--- src/rtl/pba_pkg.sv ---
package pba_pkg;
   typedef enum logic {
      PARK_LAST    = 1'b0,
      PARK_DEFAULT = 1'b1
   } park_mode_e;
endpackage

--- src/rtl/pba_pick.sv ---
module pba_pick #(
   parameter int N_MASTERS = 4,
   parameter bit HIGH_WINS = 1'b0
) (
   input  logic [N_MASTERS-1:0] vec_i,
   output logic [N_MASTERS-1:0] pick_o
);
   if (HIGH_WINS) begin : g_high
      logic found;
      always_comb begin
         pick_o = '0;
         found  = 1'b0;
         for (int i = N_MASTERS-1; i >= 0; i--) begin
            if (vec_i[i] && !found) begin
               pick_o[i] = 1'b1;
               found     = 1'b1;
            end
         end
      end
   end else begin : g_low
      logic found;
      always_comb begin
         pick_o = '0;
         found  = 1'b0;
         for (int i = 0; i < N_MASTERS; i++) begin
            if (vec_i[i] && !found) begin
               pick_o[i] = 1'b1;
               found     = 1'b1;
            end
         end
      end
   end
endmodule

--- src/rtl/pba_timeout.sv ---
module pba_timeout #(
   parameter int N_MASTERS = 4,
   parameter int LIMIT     = 10,
   parameter int CNT_W     = 4
) (
   input  logic                        clk_i,
   input  logic                        rst_i,
   input  logic [N_MASTERS-1:0]        req_i,
   input  logic [N_MASTERS-1:0]        grant_i,
   output logic [N_MASTERS-1:0]        expire_o,
   output logic [N_MASTERS*CNT_W-1:0]  cnt_flat_o
);
   localparam logic [CNT_W-1:0] LIMIT_C = CNT_W'(LIMIT);

   for (genvar g = 0; g < N_MASTERS; g++) begin : g_cnt
      localparam logic [N_MASTERS-1:0] SELF = N_MASTERS'(1) << g;
      logic [CNT_W-1:0] cnt_q;
      logic             others;

      assign others = |(req_i & ~SELF);

      always_ff @(posedge clk_i or posedge rst_i) begin
         if (rst_i) begin
            cnt_q <= '0;
         end else if (!(req_i[g] && grant_i[g])) begin
            cnt_q <= '0;
         end else if (cnt_q != LIMIT_C) begin
            cnt_q <= cnt_q + 1'b1;
         end
      end

      assign expire_o[g] = (cnt_q == LIMIT_C) && req_i[g] && grant_i[g] && others;
      assign cnt_flat_o[g*CNT_W +: CNT_W] = cnt_q;
   end
endmodule

--- src/rtl/pba_park.sv ---
module pba_park
   import pba_pkg::*;
#(
   parameter int         N_MASTERS      = 4,
   parameter park_mode_e PARK_MODE      = PARK_LAST,
   parameter int         DEFAULT_MASTER = 0
) (
   input  logic                 clk_i,
   input  logic                 rst_i,
   input  logic                 load_i,
   input  logic [N_MASTERS-1:0] load_vec_i,
   output logic [N_MASTERS-1:0] park_vec_o
);
   if (PARK_MODE == PARK_LAST) begin : g_last
      logic [N_MASTERS-1:0] last_q;
      always_ff @(posedge clk_i or posedge rst_i) begin
         if (rst_i) begin
            last_q <= '0;
         end else if (load_i) begin
            last_q <= load_vec_i;
         end
      end
      assign park_vec_o = last_q;
   end else begin : g_default
      logic unused_park;
      assign unused_park = ^{clk_i, rst_i, load_i, load_vec_i};
      assign park_vec_o  = N_MASTERS'(1) << DEFAULT_MASTER;
   end
endmodule

--- src/rtl/prio_bus_arbiter.sv ---
module prio_bus_arbiter
   import pba_pkg::*;
#(
   parameter int         N_MASTERS      = 4,
   parameter bit         HIGH_WINS      = 1'b0,
   parameter int         TIMEOUT_CYCLES = 10,
   parameter park_mode_e PARK_MODE      = PARK_LAST,
   parameter int         DEFAULT_MASTER = 0
) (
   input  logic                 clk_i,
   input  logic                 rst_i,
   input  logic [N_MASTERS-1:0] req_i,
   input  logic                 bus_busy_i,
   output logic [N_MASTERS-1:0] grant_o
);
   localparam int CNT_W = $clog2(TIMEOUT_CYCLES + 1);

   if (N_MASTERS < 2) begin : g_bad_n
      $error("prio_bus_arbiter: N_MASTERS must be at least 2");
   end
   if (TIMEOUT_CYCLES < 1) begin : g_bad_to
      $error("prio_bus_arbiter: TIMEOUT_CYCLES must be at least 1");
   end
   if (DEFAULT_MASTER < 0 || DEFAULT_MASTER >= N_MASTERS) begin : g_bad_dm
      $error("prio_bus_arbiter: DEFAULT_MASTER out of range");
   end

   logic                       busy_q;
   logic                       release_edge;
   logic [N_MASTERS-1:0]       mask_q;
   logic [N_MASTERS-1:0]       eligible;
   logic [N_MASTERS-1:0]       pick_src;
   logic [N_MASTERS-1:0]       req_pick;
   logic [N_MASTERS-1:0]       park_vec;
   logic [N_MASTERS-1:0]       grant_next;
   logic [N_MASTERS-1:0]       expire;
   logic [N_MASTERS*CNT_W-1:0] cnt_flat;
   logic                       any_req;
   logic                       arb_load;

   assign release_edge = busy_q && !bus_busy_i;
   assign any_req      = |req_i;
   assign eligible     = req_i & ~mask_q;
   assign pick_src     = (|eligible) ? eligible : req_i;
   assign grant_next   = any_req ? req_pick : park_vec;
   assign arb_load     = !release_edge && !bus_busy_i && !(|expire) && any_req;

   pba_pick #(
      .N_MASTERS (N_MASTERS),
      .HIGH_WINS (HIGH_WINS)
   ) u_pick (
      .vec_i  (pick_src),
      .pick_o (req_pick)
   );

   pba_timeout #(
      .N_MASTERS (N_MASTERS),
      .LIMIT     (TIMEOUT_CYCLES),
      .CNT_W     (CNT_W)
   ) u_timeout (
      .clk_i      (clk_i),
      .rst_i      (rst_i),
      .req_i      (req_i),
      .grant_i    (grant_o),
      .expire_o   (expire),
      .cnt_flat_o (cnt_flat)
   );

   pba_park #(
      .N_MASTERS      (N_MASTERS),
      .PARK_MODE      (PARK_MODE),
      .DEFAULT_MASTER (DEFAULT_MASTER)
   ) u_park (
      .clk_i      (clk_i),
      .rst_i      (rst_i),
      .load_i     (arb_load),
      .load_vec_i (req_pick),
      .park_vec_o (park_vec)
   );

   always_ff @(posedge clk_i or posedge rst_i) begin
      if (rst_i) begin
         busy_q  <= 1'b0;
         grant_o <= '0;
         mask_q  <= '0;
      end else begin
         busy_q <= bus_busy_i;
         if (release_edge) begin
            grant_o <= '0;
         end else if (bus_busy_i) begin
            grant_o <= grant_o;
         end else if (|expire) begin
            grant_o <= '0;
            mask_q  <= expire;
         end else begin
            grant_o <= grant_next;
            mask_q  <= '0;
         end
      end
   end
endmodule

--- config.mk ---
export PLATFORM = sky130hd
export DESIGN_NAME = prio_bus_arbiter
export DESIGN_NICKNAME = d
export VERILOG_FILES = /design/src/rtl/pba_pkg.sv /design/src/rtl/pba_pick.sv /design/src/rtl/pba_timeout.sv /design/src/rtl/pba_park.sv /design/src/rtl/prio_bus_arbiter.sv
export SDC_FILE = /design/constraint.sdc
export NUM_CORES = 1
export LEC_CHECK = 0
export BUFFER_PORTS_ARGS = -buffer_cell sky130_fd_sc_hd__buf_2
export CAP_MARGIN = 20
export CORE_AREA = 3 3 67 69
export CTS_CLUSTER_SIZE = 8
export DETAILED_ROUTE_END_ITERATION = 12
export DIE_AREA = 0 0 70 72
export PLACE_DENSITY = 0.67
export SYNTH_ARGS = -nofsm -noshare
export SYNTH_HDL_FRONTEND = slang
export SYNTH_SLANG_ARGS = --single-unit
--- constraint.sdc ---
create_clock -name clk_i -period 1.9 [get_ports clk_i]
set_input_delay 0.095 -clock clk_i [delete_from_list [all_inputs] [get_ports clk_i]]
set_output_delay 0.095 -clock clk_i [all_outputs]
set_load 0.01 [all_outputs]
==> results.ini, run 1 <==
[global_route]
grt_pass1_vias=1112
overflow=0
grt_max_degree=30
grt_pass1_wl_mm=5.13
grt_usage_pct=13.1
antenna_found_initial=0

[drt]
drc=0
wl_per_cell_um=12.8
vias=1138
ant_nets=0
vias_per_cell=5.01
first_iter_violations=31
wl_mm=2.90
dr.pass1.iters=4

[floorplan]
die_y_um=72
start_util_pct=39.3
core_um2=3970
die_x_um=70
ios=11
die_area_um2=5040
rows=23

[clock_tree]
cts_resized=0
clk_transition_reported_paths_ns=0.06
cts_tree=yes
clk_latency_ns=0.29
clockBufferDepth=2
cts_sinks=29
htree_levels=2
cts_buffers=5
hold_buffers=1
postCtsSetupRepairBufs=0
cts-root-buf=clkbuf_8

[setup_path]
startpoint=u_timeout.g_cnt[0].cnt_q[0]
cp-start-kind=register
rr_worst_depth=7
critPathArrivalTime_ns=1.94
critPathCapture=u_park.park_vec_o[2]
cp_max_fo=4
r2r_start=u_timeout.g_cnt[0].cnt_q[0]
required_ns=2.08
reg2reg_slack_ns=0.13
critPathCaptureType=register
crit_type=register to register
rr_endpoint=u_park.park_vec_o[2]

[power_and_ir_drop]
power.leakage_nw=0.792
netSwitchingPower_uw=309
p_per_area_nw_per_um2=711
totalPowerFinal_mw=1.28
p_int_uw=967
power_frac_clock_pct=39.9
sequentialPowerShare_pct=51.3
irDropWorstVdd_mv=0.480
swShare_pct=24.2
pwr-share-comb_pct=8.8

[logic_synthesis]
synth_top_family_by_area=simple AND/OR/NAND/NOR gates
synth-compound-area-share_pct=15.0
synth_nets=171
synth_top_cell_area_share_pct=46.5
async_flop_share_pct=100
synth_xor_area_share_pct=5.05
yosys_register_bits=29
synth_fa_ha_area_share_pct=6.41
yosys_warnings=0
yosysMostFrequentCell=dfrtp_1
synth.mux.area_fraction_pct=2.08
synth.avg_cell_area_um2=10.0
yosys-top-cells-area=dfrtp_1 (46%), ha_1 (6.4%), nand2_1 (4.1%)
yosysTopAreaCell=dfrtp_1
ys.flop_type=dfrtp_1
syn_area_um2=1560
synth_edf_count=0
netlist_instances=156
synthTopCellsByCount=dfrtp_1 (29), nand2_1 (17), nor2_1 (17)
yosysSeqAreaShare_pct=46.5
yosysUniqueCellTypes=39
synthSimpleGateAreaFrac_pct=20.4

[sta]
rsz0062_at_grt=no
fmax_mhz=566
hold_violations=0
finalSetupViolCount=0
final_max_slew_viol_count=0
timing.final.crit_share_pct=93.0
fin_skew_ns=0.0105
fin_crit_ns=1.77
fin_setup_tns_ns=0
worst_pin_slew_ns=0.455
slew_headroom_pct=69.4

[cells_and_area]
nets=192
layout-drive-gt1-share_pct=21.5
area_growth_pct=14.8
diodes=0

[run_status]
outcome=complete, no violations

[placed_design]
dp_hpwl_mm=2.07
routabilityCongestion=0.816
io_buffers=10

[worst_hold_path]
hold_class=primary input to register
hold_path.startpoint=bus_busy_i

[flow_run]
drv_cap=0

[power by group through the flow]
| stage | Clock (mW) | Combinational [mW] | Sequential [mW] |
|---|---|---|---|
| after CTS | 0.522 | 0.114 | 0.654 |
| final | 0.509 | 0.112 | 0.654 |
| after global placement | 0 | 0.111 | 0.665 |
| after global routing | 0.561 | 0.127 | 0.657 |
| after detailed placement | 0 | 0.112 | 0.665 |
| after floorplan | 0 | 0.0748 | 0.665 |
[state kept, by name, summed over array words and instances, names as in the netlist]
register               count
busy_q                     1
u_timeout.g_cnt.cnt_q     16
mask_q                     4
grant_o                    4
u_park.park_vec_o          4
[layer usage]
metal  vias to the layer above  part of all wire (%)  global-route usage [%]
li1                        580                     -                       -
met1                       538                    47                    16.4
met2                        13                    47                    20.9
met3                         7                   4.2                    4.57
met4                         0                   1.6                    5.11
met5                         -                     0                       0
[stage by stage]
stage	instances	worst slack, ns	hold WS [ns]	instance area [µm²]	utilization, %
2_1_floorplan	156	0.258	0.126	1560	-
3_3_place_gp	219	0.171	0.193	1700	42.7
3_5_place_dp	219	0.167	0.189	1700	42.7
4_1_cts	227	0.113	0.0189	1790	45.1
5_1_grt	227	0.00720	0.0198	1790	45.1
6_report	227	0.133	0.0225	1790	45.1
[logic make-up after synthesis]
kind of cell    Yosys count
simple gates             59
compound gates           32
fa+ha+maj                 8
mux                       3
xor+xnor                  9
buf+inv                  16
flops                    29
[cell type report]
| class | instances | area (µm²) |
|---|---|---|
| Fill cell | 380 | 2180 |
| Sequential cell | 29 | 726 |
| Tap cell | 50 | 62.6 |
| Clock buffer | 7 | 86.3 |
| Multi-Input combinational cell | 111 | 764 |
| Timing Repair Buffer | 17 | 105 |
| Inverter | 13 | 48.8 |
[critical path, stage by stage, from the launching register on]
cell and delay [ns]:
dfrtp_1 0.40, inv_1 0.06, ha_1 0.22, nand3b_2 0.14
nor3_1 0.10, nor4_4 0.37, nand2_2 0.14, a21bo_1 0.21
[how the worst min path moves through the flow]
stage                     cells after the start                     endpoint
after floorplan                               0                       busy_q
after global placement                        3  u_timeout.g_cnt[1].cnt_q[2]
after detailed placement                      3  u_timeout.g_cnt[2].cnt_q[2]
after CTS                                     1                       busy_q
after global routing                          1                       busy_q
final                                         1                       busy_q
[cell usage in the layout, fill, tap and decap left out, types with 5 or more instances in the layout]
cell type and count:
ha_1 8, o21ai_0 6, inv_1 13, clkbuf_8 6, nand2_1 17, xor2_1 5, nor3_1 6, dfrtp_1 29
a211oi_1 5, buf_2 10, nor2_1 17, buf_4 6
No activity file was read; power rests on OpenSTA's default activity.
==> run 2: changes to the inputs <==
Clock period 1.9 ns to 2 ns, I/O delays scaled along.
==> run 2 against run 1 <==
Sequential share of layout area is 0.69 points higher; combinational power decreased by 5%; register-to-register slack better by 0.096 ns; cell area shrank 1.7%; highest routed layer unchanged.
==> results.ini, run 2 (synthesized netlist as in run 1, its figures left out) <==
[run_status]
outcome=complete, no violations

[drt]
dr.pass1.iters=4
drc=0
ant_nets=0
first_iter_violations=35
wl_mm=2.79
wl_per_cell_um=12.5
vias=1136
vias_per_cell=5.09

[clock_tree]
cts_resized=0
clockBufferDepth=2
postCtsSetupRepairBufs=0
cts-root-buf=clkbuf_8
cts_sinks=29
htree_levels=2
clk_transition_reported_paths_ns=0.06
cts_buffers=5
clk_latency_ns=0.27
cts_tree=yes

[sta]
setup_ws_ns=0.228
final_max_slew_viol_count=0
fin_skew_ns=0.00258
slew_headroom_pct=68.0
hold_violations=0
finalSetupViolCount=0
fmax_mhz=564
rsz0062_at_grt=no
worst_pin_slew_ns=0.477
fin_setup_tns_ns=0
fin_crit_ns=1.77
timing.final.crit_share_pct=88.6
holdWs_ns=0.0362

[power_and_ir_drop]
p_int_uw=919
netSwitchingPower_uw=283
irDropWorstVdd_mv=0.412
p_per_area_nw_per_um2=682
sequentialPowerShare_pct=51.8
power_frac_clock_pct=39.4
pwr-share-comb_pct=8.8
power.leakage_nw=0.774
swShare_pct=23.6

[setup_path]
cp_max_fo=4
required_ns=2.17
cp_slowest_cell=dfrtp_1
r2r_start=u_timeout.g_cnt[2].cnt_q[0]
cp-start-kind=register
startpoint=u_timeout.g_cnt[2].cnt_q[0]
critPathCaptureType=register
rr_worst_depth=7
rr_endpoint=u_park.park_vec_o[2]
reg2reg_slack_ns=0.23
crit_type=register to register
crit_chain=inv_1 > ha_1 > nand3b_1 > nor3_2 > nor4_4 > nand2_2 > a21bo_1
critPathCapture=u_park.park_vec_o[2]
critPathArrivalTime_ns=1.94
max_stage_delay_ns=0.39

[global_route]
overflow=0
grt_pass1_wl_mm=4.99
grt_max_degree=30
antenna_found_initial=0
grt_usage_pct=12.5
grt_pass1_vias=1146

[placed_design]
io_buffers=10
dp_slack_ns=0.236
routabilityCongestion=0.855
dpl_cell_area_um2=1670
dp_hpwl_mm=2.03

[cells_and_area]
stdcell_area_um2=1760
largest_register=u_timeout.g_cnt.cnt_q
layout-drive-gt1-share_pct=19.7
nets=188
largest_register_ffs=16
area_growth_pct=12.9
diodes=0
layout_commonest_cell=dfrtp_1
mostFrequentLayoutCells=dfrtp_1 (29), nor2_1 (17), nand2_1 (17), inv_1 (13), buf_2 (10)
fillers=395

[floorplan]
core_um2=3970
die_x_um=70
die_area_um2=5040
ios=11
die_y_um=72
start_util_pct=39.3
rows=23

[worst_hold_path]
hold_class=primary input to register

[flow_run]
drv_cap=0

## run 2: stage by stage
| stage | instances | total power [mW] | util, % |
|---|---|---|---|
| after floorplan | 156 | 0.703 | - |
| after global placement | 215 | 0.737 | 42.0 |
| after detailed placement | 215 | 0.739 | 42.0 |
| after CTS | 223 | 1.22 | 44.4 |
| after global routing | 223 | 1.27 | 44.4 |
| final | 223 | 1.20 | 44.4 |
## run 2: worst max-delay path: cells and delay by family, from the launching register on
| family | cells | cell delay (ns) |
|---|---|---|
| DFF | 1 | 0.39 |
| adders and majority gates | 1 | 0.20 |
| AOI/OAI and AO/OA | 1 | 0.21 |
| buffers and inverters | 1 | 0.06 |
| and+or+nand+nor | 4 | 0.79 |
## run 2: power by group through the flow
stage | registers, mW | clock network (mW) | logic [mW]
6_report | 0.622 | 0.474 | 0.106
5_1_grt | 0.624 | 0.522 | 0.120
4_1_cts | 0.622 | 0.493 | 0.108
3_5_place_dp | 0.632 | 0 | 0.106
3_3_place_gp | 0.632 | 0 | 0.106
2_1_floorplan | 0.632 | 0 | 0.0710
## run 2: final cells by class
cell class	instances	area (µm²)	share of cell area, %
clock buffers	7	86.3	4.90
flip-flops and latches	29	726	41.2
repair buffers	13	75.1	4.26
inverters	13	48.8	2.77
multi-input cells	111	764	43.4
well taps	50	62.6	3.55
## run 2: worst min-delay path by stage
stage          startpoint                          end  slack [ns]  cells past startpoint
6_report       bus_busy_i                       busy_q        0.04                      1
2_1_floorplan  bus_busy_i                       busy_q        0.13                      0
3_3_place_gp        rst_i  u_timeout.g_cnt[1].cnt_q[2]        0.19                      3
4_1_cts        bus_busy_i                       busy_q        0.02                      1
3_5_place_dp        rst_i  u_timeout.g_cnt[1].cnt_q[3]        0.20                      3
5_1_grt        bus_busy_i                       busy_q        0.03                      1
## run 2: repair_timing
item,CTS,global route
endpoints found under the setup margin,0,0
hold endpoints to repair,29,0
hold buffers,1,0
## run 2: per-layer routing
metal  wire length, µm  share of wire (%)  GRT usage, %
met1              1340                 48          15.8
met2              1330                 48          19.8
met3               110                3.9          4.85
met4                16               0.57          4.04
met5                 0                  0             0
